## src/rtl/aux_steer_pkg.sv

```systemverilog
package aux_steer_pkg;

    typedef enum logic [1:0] {
        ST_GAP,
        ST_FWD,
        ST_INJECT
    } merge_state_e;

    localparam logic [7:0] TYPE_CLK_REGEN = 8'h01;
    localparam logic [7:0] TYPE_AUD_SAMPLE = 8'h02;
    localparam logic [7:0] TYPE_HDR_FRAME = 8'h87;
    localparam logic [7:0] PAYLOAD_BASE = 8'hC0;
    localparam int FRAME_BEATS = 4;

    function automatic logic is_blocked(input logic [7:0] code);
        return (code == TYPE_CLK_REGEN) || (code == TYPE_AUD_SAMPLE) ||
               (code == TYPE_HDR_FRAME);
    endfunction

endpackage

```

## src/rtl/aux_type_filter.sv

```systemverilog
module aux_type_filter
    import aux_steer_pkg::*;
#(
    parameter int DATA_W = 32
) (
    input  logic              clk,
    input  logic              rst_n,
    input  logic              in_valid,
    input  logic              in_sop,
    input  logic              in_eop,
    input  logic [DATA_W-1:0] in_data,
    output logic              in_ready,
    output logic              fw_valid,
    output logic              fw_sop,
    output logic              fw_eop,
    output logic [DATA_W-1:0] fw_data,
    input  logic              fw_ready
);

    logic drop_hold;
    logic drop_now;

    // Verdict comes from the start beat; later beats reuse the latched one
    assign drop_now = in_sop ? is_blocked(in_data[7:0]) : drop_hold;

    assign fw_valid = in_valid & ~drop_now;
    assign fw_sop   = in_sop;
    assign fw_eop   = in_eop;
    assign fw_data  = in_data;
    assign in_ready = drop_now | fw_ready;

    always_ff @(posedge clk or negedge rst_n) begin
        if (!rst_n) begin
            drop_hold <= 1'b0;
        end else if (in_valid && in_ready) begin
            if (in_eop) begin
                drop_hold <= 1'b0;
            end else if (in_sop) begin
                drop_hold <= drop_now;
            end
        end
    end

    AST_DROP_BEAT_HIDDEN: assert property (@(posedge clk) disable iff (!rst_n)
        (in_valid && in_ready && in_sop && !in_eop && is_blocked(in_data[7:0]))
        |=> (!in_valid || in_sop || !fw_valid));

endmodule

```

## src/rtl/aux_frame_gen.sv

```systemverilog
module aux_frame_gen
    import aux_steer_pkg::*;
#(
    parameter int DATA_W = 32
) (
    input  logic              clk,
    input  logic              rst_n,
    input  logic              adv,
    output logic              g_sop,
    output logic              g_eop,
    output logic [DATA_W-1:0] g_data
);

    localparam int IDX_W = $clog2(FRAME_BEATS);
    localparam int LANES = DATA_W / 8;
    localparam logic [IDX_W-1:0] LAST_IDX = IDX_W'(FRAME_BEATS - 1);

    logic [IDX_W-1:0] idx;
    logic [7:0]       lane_byte;

    always_comb begin
        if (idx == '0) begin
            lane_byte = TYPE_HDR_FRAME;
        end else begin
            lane_byte = PAYLOAD_BASE | 8'(idx);
        end
    end

    for (genvar ln = 0; ln < LANES; ln++) begin : g_lane
        assign g_data[ln*8 +: 8] = lane_byte;
    end

    assign g_sop = (idx == '0);
    assign g_eop = (idx == LAST_IDX);

    always_ff @(posedge clk or negedge rst_n) begin
        if (!rst_n) begin
            idx <= '0;
        end else if (adv) begin
            idx <= g_eop ? '0 : idx + 1'b1;
        end
    end

endmodule

```

## src/rtl/aux_merge_fsm.sv

```systemverilog
module aux_merge_fsm
    import aux_steer_pkg::*;
#(
    parameter int DATA_W = 32
) (
    input  logic              clk,
    input  logic              rst_n,
    input  logic              fw_valid,
    input  logic              fw_sop,
    input  logic              fw_eop,
    input  logic [DATA_W-1:0] fw_data,
    output logic              fw_ready,
    input  logic              g_sop,
    input  logic              g_eop,
    input  logic [DATA_W-1:0] g_data,
    output logic              g_adv,
    input  logic              ins_req,
    output logic              out_valid,
    output logic              out_sop,
    output logic              out_eop,
    output logic [DATA_W-1:0] out_data,
    input  logic              out_ready
);

    merge_state_e state, state_nxt;
    logic pend;
    logic load_en;
    logic sel_gen;
    logic take;

    assign load_en = ~out_valid | out_ready;

    always_comb begin
        unique case (state)
            ST_GAP:    sel_gen = pend;
            ST_FWD:    sel_gen = 1'b0;
            ST_INJECT: sel_gen = 1'b1;
            default:   sel_gen = 1'b0;
        endcase
    end

    assign take     = load_en & (sel_gen | fw_valid);
    assign fw_ready = load_en & ~sel_gen;
    assign g_adv    = take & sel_gen;

    always_comb begin
        state_nxt = state;
        unique case (state)
            ST_GAP: begin
                if (take) begin
                    if (sel_gen) begin
                        state_nxt = g_eop ? ST_GAP : ST_INJECT;
                    end else if (fw_sop && !fw_eop) begin
                        state_nxt = ST_FWD;
                    end
                end
            end
            ST_FWD: begin
                if (take && fw_eop) state_nxt = ST_GAP;
            end
            ST_INJECT: begin
                if (take && g_eop) state_nxt = ST_GAP;
            end
            default: state_nxt = ST_GAP;
        endcase
    end

    // State register and pending-request flag
    always_ff @(posedge clk or negedge rst_n) begin
        if (!rst_n) begin
            state <= ST_GAP;
            pend  <= 1'b0;
        end else begin
            state <= state_nxt;
            pend  <= ins_req | (pend & ~(g_adv & g_sop));
        end
    end

    // Output register stage
    always_ff @(posedge clk or negedge rst_n) begin
        if (!rst_n) begin
            out_valid <= 1'b0;
            out_sop   <= 1'b0;
            out_eop   <= 1'b0;
            out_data  <= '0;
        end else if (take) begin
            out_valid <= 1'b1;
            out_sop   <= sel_gen ? g_sop  : fw_sop;
            out_eop   <= sel_gen ? g_eop  : fw_eop;
            out_data  <= sel_gen ? g_data : fw_data;
        end else if (out_ready) begin
            out_valid <= 1'b0;
        end
    end

    AST_INJECT_STALLS_FWD: assert property (@(posedge clk) disable iff (!rst_n)
        (state == ST_INJECT) |-> !fw_ready);
    AST_FWD_STALLS_GEN: assert property (@(posedge clk) disable iff (!rst_n)
        (state == ST_FWD) |-> !g_adv);

endmodule

```

## src/rtl/aux_pkt_steer.sv

```systemverilog
module aux_pkt_steer
    import aux_steer_pkg::*;
#(
    parameter int DATA_W = 32
) (
    input  logic              clk,
    input  logic              rst_n,
    input  logic              rx_valid,
    input  logic              rx_sop,
    input  logic              rx_eop,
    input  logic [DATA_W-1:0] rx_data,
    output logic              rx_ready,
    input  logic              ins_req,
    output logic              tx_valid,
    output logic              tx_sop,
    output logic              tx_eop,
    output logic [DATA_W-1:0] tx_data,
    input  logic              tx_ready
);

    localparam int LANES = DATA_W / 8;

    logic              fw_valid, fw_sop, fw_eop, fw_ready;
    logic [DATA_W-1:0] fw_data;
    logic              g_sop, g_eop, g_adv;
    logic [DATA_W-1:0] g_data;

    aux_type_filter #(.DATA_W(DATA_W)) filt_i (
        .clk(clk), .rst_n(rst_n),
        .in_valid(rx_valid), .in_sop(rx_sop), .in_eop(rx_eop), .in_data(rx_data),
        .in_ready(rx_ready),
        .fw_valid(fw_valid), .fw_sop(fw_sop), .fw_eop(fw_eop), .fw_data(fw_data),
        .fw_ready(fw_ready)
    );

    aux_frame_gen #(.DATA_W(DATA_W)) gen_i (
        .clk(clk), .rst_n(rst_n), .adv(g_adv),
        .g_sop(g_sop), .g_eop(g_eop), .g_data(g_data)
    );

    aux_merge_fsm #(.DATA_W(DATA_W)) merge_i (
        .clk(clk), .rst_n(rst_n),
        .fw_valid(fw_valid), .fw_sop(fw_sop), .fw_eop(fw_eop), .fw_data(fw_data),
        .fw_ready(fw_ready),
        .g_sop(g_sop), .g_eop(g_eop), .g_data(g_data), .g_adv(g_adv),
        .ins_req(ins_req),
        .out_valid(tx_valid), .out_sop(tx_sop), .out_eop(tx_eop), .out_data(tx_data),
        .out_ready(tx_ready)
    );

    // Output-side framing tracker for the checks below
    logic tx_open;
    always_ff @(posedge clk or negedge rst_n) begin
        if (!rst_n) begin
            tx_open <= 1'b0;
        end else if (tx_valid && tx_ready) begin
            tx_open <= !tx_eop;
        end
    end

    AST_HOLD_ON_STALL: assert property (@(posedge clk) disable iff (!rst_n)
        (tx_valid && !tx_ready) |=> (tx_valid && $stable(tx_data) &&
                                     $stable(tx_sop) && $stable(tx_eop)));
    AST_SOP_AT_GAP: assert property (@(posedge clk) disable iff (!rst_n)
        (tx_valid && tx_sop) |-> !tx_open);
    AST_BODY_IN_PKT: assert property (@(posedge clk) disable iff (!rst_n)
        (tx_valid && !tx_sop) |-> tx_open);
    AST_NO_AUDIO_OUT: assert property (@(posedge clk) disable iff (!rst_n)
        (tx_valid && tx_sop) |-> (tx_data[7:0] != TYPE_CLK_REGEN &&
                                  tx_data[7:0] != TYPE_AUD_SAMPLE));
    AST_HDR_ONLY_LOCAL: assert property (@(posedge clk) disable iff (!rst_n)
        (tx_valid && tx_sop && tx_data[7:0] == TYPE_HDR_FRAME)
        |-> (tx_data == {LANES{TYPE_HDR_FRAME}}));

endmodule

```

## config.mk

```make
export PLATFORM = sky130hd
export DESIGN_NAME = aux_pkt_steer
export DESIGN_NICKNAME = d
export VERILOG_FILES = /design/src/rtl/aux_steer_pkg.sv /design/src/rtl/aux_type_filter.sv /design/src/rtl/aux_frame_gen.sv /design/src/rtl/aux_merge_fsm.sv /design/src/rtl/aux_pkt_steer.sv
export SDC_FILE = /design/constraint.sdc
export NUM_CORES = 1
export LEC_CHECK = 0
export CAP_MARGIN = 10
export CORE_MARGIN = 10
export CORE_UTILIZATION = 40
export DETAILED_ROUTE_END_ITERATION = 8
export PLACE_DENSITY = 0.76
export SYNTH_ARGS = -nofsm -noshare
export SYNTH_HDL_FRONTEND = slang
export SYNTH_SLANG_ARGS = --single-unit
```

## constraint.sdc

```tcl
create_clock -name clk -period 3.36 [get_ports clk]
set_input_delay 0.336 -clock clk [delete_from_list [all_inputs] [get_ports clk]]
set_output_delay 0.336 -clock clk [all_outputs]
set_load 0.005 [all_outputs]
```

==> metrics.md, run 1 <==
| Metric | Value |
|---|---|
| RSZ-0062 raised after global routing | `false` |
| Clk_lat worst skew | `0.29 ns` |
| Ys Warns | `0` |
| Clk root buf | `clkbuf_8` |
| Worst path cell trace | `clkdlybuf4s50_1 > or4_4 > a211o_4 > nand3_1 > clkdlybuf4s50_1` |
| Fillers | `366` |
| #FFs+latches synth | `41` |
| Total CTS buffers | `5` |
| DRC viols | `0` |
| Synth Net Count | `178` |
| Die Ht | `86.8 um` |
| Wire per inst | `20.0 um` |
| Post-synth cell types | `35` |
| Largest net degree at the start of global routing | `42` |
| Crit path DAT | `2.29 ns` |
| IO Count | `75` |
| PostCTS Resize Cnt | `0` |
| Antenna diodes | `0` |
| Most frequent cell on the critical path | `clkdlybuf4s50_1` |
| Initial Utilization | `41.2%` |
| Postcts setup bufs | `0` |
| Placed cell count | `256` |
| Peak VDD IR | `0.335 mV` |
| Routed Antenna Nets | `0` |
| Outcome | `completed` |
| Ys flop type | `dfrtp_1` |
| Slew @ Worst Pin | `0.898 ns` |
| Max clock buf depth | `2` |
| Most frequent cells in the layout | `clkdlybuf4s50_1 (73), dfrtp_1 (41), o221a_1 (15)` |
| Power density cells | `642 nW/um2` |
| Setup TNS | `0 ns` |
| Share of cells above drive strength 1 | `7.08%` |
| Slowest-stage cell, CP | `or4_4` |
| Worst slew margin | `40.1%` |
| Fin nets | `254` |
| Pleak | `1.06 nW` |
| Gpl congestion | `0.834` |
| Buffers added on ports | `74` |
| Mapped Area | `1780 um2` |
| Final Critical Period | `2.62 ns` |
| Initial antenna violation count | `0` |
| Total Routing Usage GR | `14.0%` |
| Slowest cell delay on critical path | `0.57 ns` |
| Core Region | `4320 um2` |
| Area grow syn2layout | `48.8%` |
| Via count | `1,481` |
| Final Hold Viols | `0` |
| Peak fanout along the critical path | `6` |
| Max-slew violations | `0` |
| HP Class | `in -> async` |
| Starting DRT DRC Count | `110` |
| Final core occ | `61.4%` |
| Max-cap violations | `0` |
| Final worst-path cycle share | `78.1%` |
| Post-DP HPWL | `4020 um` |
| Vias in the first global route | `1,611` |
| Vias per cell | `5.61` |
| # clock sinks | `41` |
| Global route overflow | `0` |
| Non-Filler Instances | `264` |
| Critical path required time | `3.02 ns` |
| Critical path class | `in -> out` |
| CTS H-tree lvls | `2` |
| CTS tree | `yes` |
| Final wirelength | `5270 um` |
| Register area | `1030 um2` |
| Overall Power | `0.00170 W` |
| Endpoint class of the critical path | `output port` |
| Chip Width | `86.8 um` |
| Avg Cell Area, Syn | `13.2 um2` |
| Setup violators final | `0` |
| Most common cell after layout, fill and taps aside | `clkdlybuf4s50_1` |
| Die ar. | `7530 um2` |
| Pre-antenna DRT Iters | `4` |
| Cell Rows | `24` |
| Synth Instances | `135` |
| Register area share after synthesis | `57.5%` |
| CP startpoint kind | `input port` |
| First-pass GRT wire length | `8390 um` |
| F_max | `381 MHz` |
| Multi-input gate area | `688 um2` |
| EDFF count, synth | `0` |
| Clock skew | `0.00741 ns` |
| Async set-reset flop share out of synthesis | `100%` |
| CTS Hold Bufs | `0` |
| Clock slew seen by the registers of the worst setup and hold paths | `0.07 ns` |
## worst paths after layout
| check | startpoint | endpoint | slack (ns) | cells after the start |
|---|---|---|---|---|
| setup / recovery | rx_data[4] | rx_ready | 0.74 | 5 |
| min in group clk | merge_i.state[0] | merge_i.state[1] | 0.50 | 1 |
| hold / removal | rst_n | merge_i.out_data[12] | 0.17 | 1 |
| hold reg to reg | merge_i.state[0] | merge_i.state[1] | 0.50 | 1 |
| setup reg to reg | merge_i.state[0] | merge_i.out_data[30] | 1.27 | 4 |
| max in group asynchronous | rst_n | merge_i.out_data[18] | 2.64 | 1 |
## cell families (layout without fill, tap and decap cells)
logic type      after synthesis  after routing  share of synthesized area [%]
mux                           1              1                          0.632
fa+ha+maj                     4              4                           2.81
flops                        41             41                           57.5
simple gates                 30             30                           8.77
compound gates               50             50                           26.4
buf+inv                       9             86                           3.86
## per-layer routing
layer	wire length [um]	track usage, %	part of all wire (%)
met1	2100	16.1	40
met3	336	5.07	6.4
met2	2750	23.6	52
met5	0	0	0
met4	87	4.27	1.6
## sequential cells by signal (all words and copies together) (netlist names)
signal	flops
merge_i.out_data	32
gen_i.idx	2
merge_i.state	2
filt_i.drop_hold	1
merge_i.out_eop	1
merge_i.out_sop	1
merge_i.out_valid	1
merge_i.pend	1
## critical path: cells and delay by family
kind                   cells  cell delay (ns)
buffers and inverters      2             0.94
AOI/OAI and AO/OA          1             0.36
and+or+nand+nor            2             0.65
## through the flow
stage | hold slack (ns) | worst slack (ns) | cell area [um2]
floorplan | 0.0404 | 1.48 | 1780
global placement | 0.473 | 0.740 | 2530
detailed placement | 0.485 | 0.686 | 2530
CTS | 0.198 | 0.723 | 2650
global route | 0.235 | 0.658 | 2650
finish | 0.169 | 0.737 | 2650
## power by group
group / leakage [nW] / switching, W / internal (W)
combinational: 0.523 / 0.000224 / 0.000348
sequential: 0.475 / 0.0000945 / 0.000626
clock: 0.0574 / 0.000172 / 0.000242
## final cells by class
cell class,instances,share of cell area [%]
well taps,52,2.45
multi-input cells,85,25.9
flip-flops and latches,41,38.7
clock buffers,6,3.11
clock inverters,2,1.41
repair buffers,75,28.0
inverters,3,0.424
## synthesized netlist by cell type (3+ instances only)
master   number  area, um2
a22o_1       12        105
nor2_1        4       15.0
nand2_1       9       33.8
dfrtp_1      41       1030
o221a_1      15        169
ha_1          4       50.1
or3_1         3       18.8
o21ai_0       3       15.0
o22a_1        4       35.0
inv_1         3       11.3
nand3_1       3       15.0
buf_6         4       45.0
Note: power is estimated with default switching activity, not from simulation.
==> inputs of run 2 (changes only) <==
clock period = 2.5 ns   (was 3.36 ns; I/O delays follow)
==> metrics.md, run 2 (synthesized netlist as in run 1, its figures left out) <==
| Metric | Value |
|---|---|
| F_max | `413 MHz` |
| Placed cell count | `260 (+1.6%)` |
| Reg2reg path depth | `5 (+1)` |
| Most frequent cells in the layout | `clkdlybuf4s50_1 (73), dfrtp_1 (41), o221a_1 (15)` |
| Max-slew violations | `0 (unchanged)` |
| Clock slew seen by the registers of the worst setup and hold paths | `0.07 ns (about the same)` |
| CTS H-tree lvls | `2 (unchanged)` |
| CP startpoint kind | `input port` |
| Total Routing Usage GR | `13.9% (-0.047 points)` |
| IO Count | `75 (unchanged)` |
| Top Registers | `merge_i.out_data (32), gen_i.idx (2), merge_i.state (2)` |
| Area grow syn2layout | `48.6%` |
| Clk root buf | `clkbuf_8` |
| Most common cell after layout, fill and taps aside | `clkdlybuf4s50_1` |
| # clock sinks | `41 (unchanged)` |
| Max clock buf depth | `2 (unchanged)` |
| Fillers | `355 (-3.0%)` |
| Power density cells | `805 nW/um2 (+25%)` |
| Reg-to-Reg Start | `merge_i.pend` |
| Largest Register | `merge_i.out_data` |
| Outcome | `completed` |
| Non-Filler Instances | `266 (+0.76%)` |
| Worst slew margin | `39.8% (-0.33 points)` |
| Initial Utilization | `41.2% (unchanged)` |
| Flop2flop setup slack | `0.61 ns (-0.66 ns)` |
| Cell Rows | `24 (unchanged)` |
| Largest net degree at the start of global routing | `42 (unchanged)` |
| Via count | `1,512 (+2.1%)` |
| Fin nets | `258 (+1.6%)` |
| Gpl congestion | `0.856 (+2.6%)` |
| CTS tree | `yes` |
| Setup violators final | `0 (unchanged)` |
| GRT busiest layer | `met2` |
| Buffers added on ports | `74 (unchanged)` |
| Fin area | `2650 um2 (-0.14%)` |
| Starting DRT DRC Count | `90 (-18%)` |
| CTS Hold Bufs | `0 (unchanged)` |
| Setup TNS | `0 ns (unchanged)` |
| PostCTS Resize Cnt | `0 (unchanged)` |
| Final Hold Viols | `0 (unchanged)` |
| Post-route setup slack | `0.0799 ns (-0.657 ns)` |
| Peak VDD IR | `0.361 mV (+7.7%)` |
| HP Class | `in -> async` |
| Wire per inst | `19.1 um (-4.3%)` |
| Postcts setup bufs | `0 (unchanged)` |
| Final worst-path cycle share | `96.8%` |
| Vias in the first global route | `1,655 (+2.7%)` |
| Total CTS buffers | `5 (unchanged)` |
| Routed Antenna Nets | `0 (unchanged)` |
| GR Util met3 | `4.41% (-0.66 points)` |
| Met1 Resource Use GR | `16.2% (+0.14 points)` |
| Clk_lat worst skew | `0.28 ns (about the same)` |
| Max-cap violations | `0 (unchanged)` |
| Initial antenna violation count | `0 (unchanged)` |
| RSZ-0062 raised after global routing | `false` |
| Final wirelength | `5080 um (-3.6%)` |
| Post-DP HPWL | `4040 um (+0.35%)` |
| First-pass GRT wire length | `8450 um (+0.74%)` |
| GRT met2 Usage | `23.5% (-0.13 points)` |
| Critical path class | `in -> out` |
| DP Area | `2580 um2 (+1.7%)` |
| Reg-to-reg endpoint | `merge_i.out_data[30]` |
| Final core occ | `61.3% (-0.087 points)` |
| Pleak | `1.06 nW (+0.51%)` |
| Critical path required time | `2.25 ns (-0.77 ns)` |
| Chip Width | `86.8 um (unchanged)` |
| Slew @ Worst Pin | `0.903 ns (+0.00494 ns)` |
| Share of cells above drive strength 1 | `7.94% (+0.87 points)` |
| Clock skew | `0.00580 ns (-0.00161 ns)` |
| DRC viols | `0 (unchanged)` |
| Pre-antenna DRT Iters | `4 (unchanged)` |
| Peak fanout along the critical path | `3 (-3)` |
| Core Region | `4320 um2 (unchanged)` |
| Endpoint class of the critical path | `output port` |
| Vias per cell | `5.68 (+1.3%)` |
| Global route overflow | `0 (unchanged)` |
| Final Critical Period | `2.42 ns` |
| Die ar. | `7530 um2 (unchanged)` |
| Number of flip-flops in the largest register | `32 (unchanged)` |
| Die Ht | `86.8 um (unchanged)` |
| Post-Place Setup Slack | `0.0926 ns (-0.593 ns)` |
| Antenna diodes | `0 (unchanged)` |
| Crit path DAT | `2.17 ns (-0.12 ns)` |
==> run 2: changes by cell type in the layout (fill, tap and decap cells not counted) <==
cell	before	now
clkinvlp_4	1	0
buf_12	0	1
bufinv_16	1	0
clkinv_2	0	1
buf_4	1	4
clkbuf_8	6	5
==> run 2: worst max-delay path by stage <==
stage               start                   end  slack, ns
2_1_floorplan  rx_data[4]  merge_i.out_data[10]       0.71
3_3_place_gp   rx_data[4]              rx_ready       0.08
3_5_place_dp   rx_data[4]              rx_ready       0.09
4_1_cts        rx_data[4]              rx_ready       0.08
5_1_grt        rx_data[4]              rx_ready      0.008
6_report       rx_data[4]              rx_ready       0.08
==> run 2: area by class of cell <==
cell class	count	area [um2]	area share, %
clock buffers	5	68.8	2.60
clock inverters	1	5.00	0.189
well taps	52	65.1	2.46
multi-input cells	85	688	26.0
inverters	3	11.3	0.425
repair buffers	79	786	29.7
flip-flops and latches	41	1030	38.7
==> run 2: metrics by stage <==
step / power [W] / hold WS [ns]
floorplan: 0.00128 / -0.0456
global placement: 0.00173 / 0.404
detailed placement: 0.00177 / 0.425
CTS: 0.00217 / 0.123
global route: 0.00227 / 0.162
finish: 0.00213 / 0.0961
==> run 2: layer usage <==
layer	vias up	share of wire (%)
met5	-	0
met4	0	1.0
met3	5	7.3
met2	56	53
met1	767	38
li1	684	-
==> run 2: worst max-delay path: stages <==
cell and delay (ns):
clkdlybuf4s50_1 0.42, or4_4 0.57, a211o_4 0.33, nand3_1 0.08, clkdlybuf4s50_1 0.51
==> run 2: report_power, final <==
part           switching (W)  leakage, nW  total (W)  internal [W]
registers           0.000123        0.475   0.000964      0.000841
clock network       0.000202       0.0399   0.000385      0.000183
logic               0.000302        0.546   0.000785      0.000483
total               0.000626         1.06    0.00213       0.00151
==> inputs of run 3 (changes only) <==
HOLD_SLACK_MARGIN = 0.03   (was unset)
==> results of run 3 <==
Final layout, timing and power as in run 2 (identical DEF).
